File: src/rtl/spiwr_pkg.sv
package spiwr_pkg;
  // Per-cycle serial events, decoded in the system clock domain
  typedef struct packed {
    logic clk_rise;   // serial clock rising edge seen this cycle
    logic sel_rise;   // chip select deasserted this cycle (end of frame)
    logic frame_on;   // chip select currently asserted
    logic din;        // synchronized serial data
  } spiwr_evt_t;

  localparam int unsigned SYNC_W = 3;  // {din, sel_n, clk}
endpackage

File: src/rtl/spiwr_sync.sv
module spiwr_sync #(
  parameter int unsigned WIDTH  = 3,
  parameter int unsigned STAGES = 2,
  parameter logic [WIDTH-1:0] RST_VAL = '0
) (
  input  logic             clk,
  input  logic             rst,
  input  logic [WIDTH-1:0] din,
  output logic [WIDTH-1:0] dout
);
  logic [WIDTH-1:0] stage [STAGES];

  generate
    for (genvar i = 0; i < STAGES; i++) begin : g_stage
      if (i == 0) begin : g_first
        always_ff @(posedge clk) begin
          if (rst) stage[i] <= RST_VAL;
          else     stage[i] <= din;
        end
      end else begin : g_next
        always_ff @(posedge clk) begin
          if (rst) stage[i] <= RST_VAL;
          else     stage[i] <= stage[i-1];
        end
      end
    end
  endgenerate

  assign dout = stage[STAGES-1];
endmodule

File: src/rtl/spiwr_edges.sv
module spiwr_edges
  import spiwr_pkg::*;
(
  input  logic       clk,
  input  logic       rst,
  input  logic       s_clk,
  input  logic       s_sel_n,
  input  logic       s_din,
  output spiwr_evt_t evt
);
  logic clk_prev;
  logic sel_prev;

  always_ff @(posedge clk) begin
    if (rst) begin
      clk_prev <= 1'b0;
      sel_prev <= 1'b1;
    end else begin
      clk_prev <= s_clk;
      sel_prev <= s_sel_n;
    end
  end

  always_comb begin
    evt.clk_rise = s_clk & ~clk_prev;
    evt.sel_rise = s_sel_n & ~sel_prev;
    evt.frame_on = ~s_sel_n;
    evt.din      = s_din;
  end
endmodule

File: src/rtl/spiwr_frame.sv
module spiwr_frame
  import spiwr_pkg::*;
#(
  parameter int unsigned AW = 16,
  parameter int unsigned DW = 8,
  localparam int unsigned TOTAL = AW + DW,
  localparam int unsigned CW = $clog2(TOTAL + 2)
) (
  input  logic             clk,
  input  logic             rst,
  input  spiwr_evt_t       evt,
  output logic [CW-1:0]    bit_cnt,
  output logic [TOTAL-1:0] shreg
);
  localparam logic [CW-1:0] CNT_SAT = CW'(TOTAL + 1);

  always_ff @(posedge clk) begin
    if (rst || !evt.frame_on) begin
      bit_cnt <= '0;
      shreg   <= '0;
    end else if (evt.clk_rise) begin
      shreg <= {shreg[TOTAL-2:0], evt.din};
      if (bit_cnt != CNT_SAT) bit_cnt <= bit_cnt + 1'b1;
    end
  end
endmodule

File: src/rtl/spiwr_issue.sv
module spiwr_issue
  import spiwr_pkg::*;
#(
  parameter int unsigned AW = 16,
  parameter int unsigned DW = 8,
  localparam int unsigned TOTAL = AW + DW,
  localparam int unsigned CW = $clog2(TOTAL + 2)
) (
  input  logic             clk,
  input  logic             rst,
  input  spiwr_evt_t       evt,
  input  logic [CW-1:0]    bit_cnt,
  input  logic [TOTAL-1:0] shreg,
  output logic [AW-1:0]    reg_addr,
  output logic [DW-1:0]    reg_wdata,
  output logic             reg_we
);
  localparam logic [CW-1:0] CNT_FULL = CW'(TOTAL);

  logic commit;
  assign commit = evt.sel_rise && (bit_cnt == CNT_FULL);

  always_ff @(posedge clk) begin
    if (rst) begin
      reg_addr  <= '0;
      reg_wdata <= '0;
      reg_we    <= 1'b0;
    end else begin
      reg_we <= commit;
      if (commit) begin
        reg_addr  <= shreg[TOTAL-1:DW];
        reg_wdata <= shreg[DW-1:0];
      end
    end
  end
endmodule

File: src/rtl/spiwr_bridge.sv
module spiwr_bridge
  import spiwr_pkg::*;
#(
  parameter int unsigned AW = 16,
  parameter int unsigned DW = 8,
  parameter int unsigned SYNC_STAGES = 2,
  localparam int unsigned TOTAL = AW + DW,
  localparam int unsigned CW = $clog2(TOTAL + 2)
) (
  input  logic          clk,
  input  logic          rst,
  input  logic          ser_clk,
  input  logic          ser_sel_n,
  input  logic          ser_din,
  output logic [AW-1:0] reg_addr,
  output logic [DW-1:0] reg_wdata,
  output logic          reg_we
);
  logic [SYNC_W-1:0] raw_in;
  logic [SYNC_W-1:0] sync_out;
  spiwr_evt_t        evt;
  logic [CW-1:0]     bit_cnt;
  logic [TOTAL-1:0]  shreg;
  logic              frame_on;

  assign raw_in = {ser_din, ser_sel_n, ser_clk};

  spiwr_sync #(
    .WIDTH  (SYNC_W),
    .STAGES (SYNC_STAGES),
    .RST_VAL(3'b010)
  ) u_sync (
    .clk (clk),
    .rst (rst),
    .din (raw_in),
    .dout(sync_out)
  );

  spiwr_edges u_edges (
    .clk    (clk),
    .rst    (rst),
    .s_clk  (sync_out[0]),
    .s_sel_n(sync_out[1]),
    .s_din  (sync_out[2]),
    .evt    (evt)
  );

  assign frame_on = evt.frame_on;

  spiwr_frame #(.AW(AW), .DW(DW)) u_frame (
    .clk    (clk),
    .rst    (rst),
    .evt    (evt),
    .bit_cnt(bit_cnt),
    .shreg  (shreg)
  );

  spiwr_issue #(.AW(AW), .DW(DW)) u_issue (
    .clk      (clk),
    .rst      (rst),
    .evt      (evt),
    .bit_cnt  (bit_cnt),
    .shreg    (shreg),
    .reg_addr (reg_addr),
    .reg_wdata(reg_wdata),
    .reg_we   (reg_we)
  );
endmodule

File: config.mk
export PLATFORM = sky130hd
export DESIGN_NAME = spiwr_bridge
export DESIGN_NICKNAME = d
export VERILOG_FILES = /design/src/rtl/spiwr_pkg.sv /design/src/rtl/spiwr_sync.sv /design/src/rtl/spiwr_edges.sv /design/src/rtl/spiwr_frame.sv /design/src/rtl/spiwr_issue.sv /design/src/rtl/spiwr_bridge.sv
export SDC_FILE = /design/constraint.sdc
export NUM_CORES = 1
export LEC_CHECK = 0
export ABC_AREA = 1
export BUFFER_PORTS_ARGS = -buffer_cell sky130_fd_sc_hd__buf_4
export CAP_MARGIN = 20
export CORE_MARGIN = 4
export CORE_UTILIZATION = 35
export DETAILED_ROUTE_END_ITERATION = 16
export SLEW_MARGIN = 20
export SYNTH_ARGS = -nofsm -noshare
export SYNTH_HDL_FRONTEND = slang
export SYNTH_SLANG_ARGS = --single-unit
File: constraint.sdc
create_clock -name clk -period 1.9 [get_ports clk]
set_clock_uncertainty 0.2 [all_clocks]
set_input_delay 0.19 -clock clk [delete_from_list [all_inputs] [get_ports clk]]
set_output_delay 0.19 -clock clk [all_outputs]
set_load 0.02 [all_outputs]
==> out/metrics.cfg <==
[min_path]
worstHoldStart=u_sync.stage[0][0]
holdPathEnd=u_sync.stage[1][0]
hold_depth=2
hold_path_class=register to register

[power_and_ir_drop]
p_clk_frac=0.447
ir_worst_vdd_mv=0.389
p_int_mw=2.01
power.density_nw_per_um2=859
pwr-share-seq=0.522
p_leak_nw=1.16
p_sw_uw=510
power.total_mw=2.52
p_sw_frac=0.202
p_comb_frac=0.031

[setup_path]
crit_path_start_kind=primary input
worst_setup_path_end_kind=register
crit_type=primary input to register
path_max_fanout=10
r2r-end=u_issue.reg_addr[12]
regToRegSetupSlack_ps=230
r2r-start=u_frame.bit_cnt[0]
arrival_ps=1720
ff2ff_path_depth=8
required_ps=1910

[route]
wl_per_cell_um=11.2
viasPerCell=4.58
ant_nets=0
remaining_drc_errors=0
drtPass1Iterations=4
routed_wl_mm=4.78
drt_iter0_drc=74
routed-via-count=1953

[sta]
final.period_utilization=0.902
tightestPinTransition_ps=469
setup_violations=0
slew_headroom=0.687
grt_setup_unrepaired=no
hold_violations=0
max_clock_freq_mhz=584
fin_tns_setup_ps=0
drv_slew=0
fin_crit_ps=1710

[layout]
syn_to_final_growth_pct=22.3
final_common_cell=dfxtp_1
fin_nets=354
final_area_um2=2930
final_cell_mix=dfxtp_1, a21oi_1, nor2_1
final_util=0.451
num_antenna_cells=0
drive_gt1_frac=0.160
layout.cells.non_filler=426

[floorplanning]
row_count=29
ioPinCount=30
core_um2=6490
initial_core_util=0.369
die_area_um2=8230
fp.dieH_um=90.7
dieWidth_um=90.7

[logic_synthesis]
ys_warn_count=0
seq_area_frac_synth=0.518
yosys_most_used_dff=dfxtp_1
synth_nets=318
synth_edf_count=0
syn_inst=310
postSynth.asyncResetShare=0
mappedNetlistArea_um2=2400
yosysUniqueCellTypes=18
ys_seq_elements=62
avgSynthCellArea_um2=7.73

[global_route]
grt_overflow=0
grt_pass1_vias=1873
antenna_found_initial=0
grt_pass1_wl_mm=8.38
grt_max_degree=30
grt.total_usage=0.126

[placed_design]
gp_congestion=0.800
port_buffers=29
place_area_um2=2670
dp_cells=405
place_hpwl_mm=3.11

[cts]
cts_buffers=9
cts_tree=yes
cts_sinks=62
clock_path_buffers=2
clkTransAtPathRegs_ps=60
cts_root_buffer=clkbuf_8
cts_resized=0
htree_levels=3
clk_latency_ps=330

[job]
maxCapViolCount=0

[outcome]
status=finished, final reports clean

## repair_timing
action / 4_1_cts / 5_1_grt
hold endpoints to repair: 8 / 0
endpoints found under the setup margin: 0 / 0
hold buffers: 7 / 0
setup buffers: 0 / 0
## per-layer routing
layer / up-vias / global-route usage / share of wire
li1: 1057 / - / -
met1: 854 / 0.159 / 0.50
met2: 36 / 0.190 / 0.44
met3: 6 / 0.0367 / 0.043
met4: 0 / 0.0727 / 0.020
met5: - / 0 / 0
## cell families after synthesis
logic type | after synthesis | share of synthesized area
and+or+nand+nor | 108 | 0.196
buffers and inverters | 59 | 0.108
adders and majority gates | 3 | 0.0157
DFF | 62 | 0.518
AOI/OAI and AO/OA | 78 | 0.163
## cell type report
cell class	count	area, um^2
fillers	650	3560
flip-flops and latches	62	1240
multi-input cells	189	903
repair buffers	45	355
clock buffers	13	159
inverters	39	146
well taps	77	96.3
clock inverters	1	30.0
## worst max-delay path: stages
cell           delay [ps]
dlygate4sd3_1         530
buf_4                 170
or2_2                 290
dlygate4sd3_1         550
## worst max-delay path by stage
stage	slack (ps)	from	endpoint
2_1_floorplan	400	u_frame.bit_cnt[0]	u_issue.reg_addr[0]
5_1_grt	60	u_frame.bit_cnt[0]	u_issue.reg_addr[12]
4_1_cts	200	rst	u_sync.stage[0][1]
3_3_place_gp	300	u_frame.bit_cnt[0]	u_issue.reg_addr[11]
3_5_place_dp	230	u_frame.bit_cnt[0]	u_issue.reg_addr[12]
6_report	190	rst	u_sync.stage[0][1]
## registers in the layout (all words and copies together), names as in the netlist
signal,count
u_edges.clk_prev,1
u_edges.sel_prev,1
u_frame.bit_cnt,5
u_frame.shreg,24
u_issue.reg_addr,16
u_issue.reg_wdata,8
u_issue.reg_we,1
u_sync.stage,6
## cells in the mapped netlist (2+ instances only)
cell	count	area (um^2)
nor2_1	39	146
buf_1	2	7.51
ha_1	3	37.5
clkbuf_1	3	11.3
nor2_4	2	22.5
a21oi_1	51	255
buf_4	2	15.0
buf_6	2	22.5
o21ai_0	27	135
dfxtp_1	62	1240
nand2_1	35	131
buf_2	11	55.1
inv_1	38	143
or2_2	2	12.5
nand3_1	28	140
## stage by stage
step,setup slack (ps),hold WS (ps)
4_1_cts,195,201
6_report,187,198
3_5_place_dp,234,181
5_1_grt,61.8,219
3_3_place_gp,301,177
2_1_floorplan,401,93.8
## power groups by stage
stage / sequential, mW / combinational, mW / clock, mW
2_1_floorplan: 1.34 / 0.0487 / 0
3_3_place_gp: 1.34 / 0.0675 / 0
3_5_place_dp: 1.34 / 0.0677 / 0
4_1_cts: 1.31 / 0.0789 / 1.15
5_1_grt: 1.31 / 0.0920 / 1.21
6_report: 1.31 / 0.0785 / 1.12
Power figures use the tool's default switching activity.
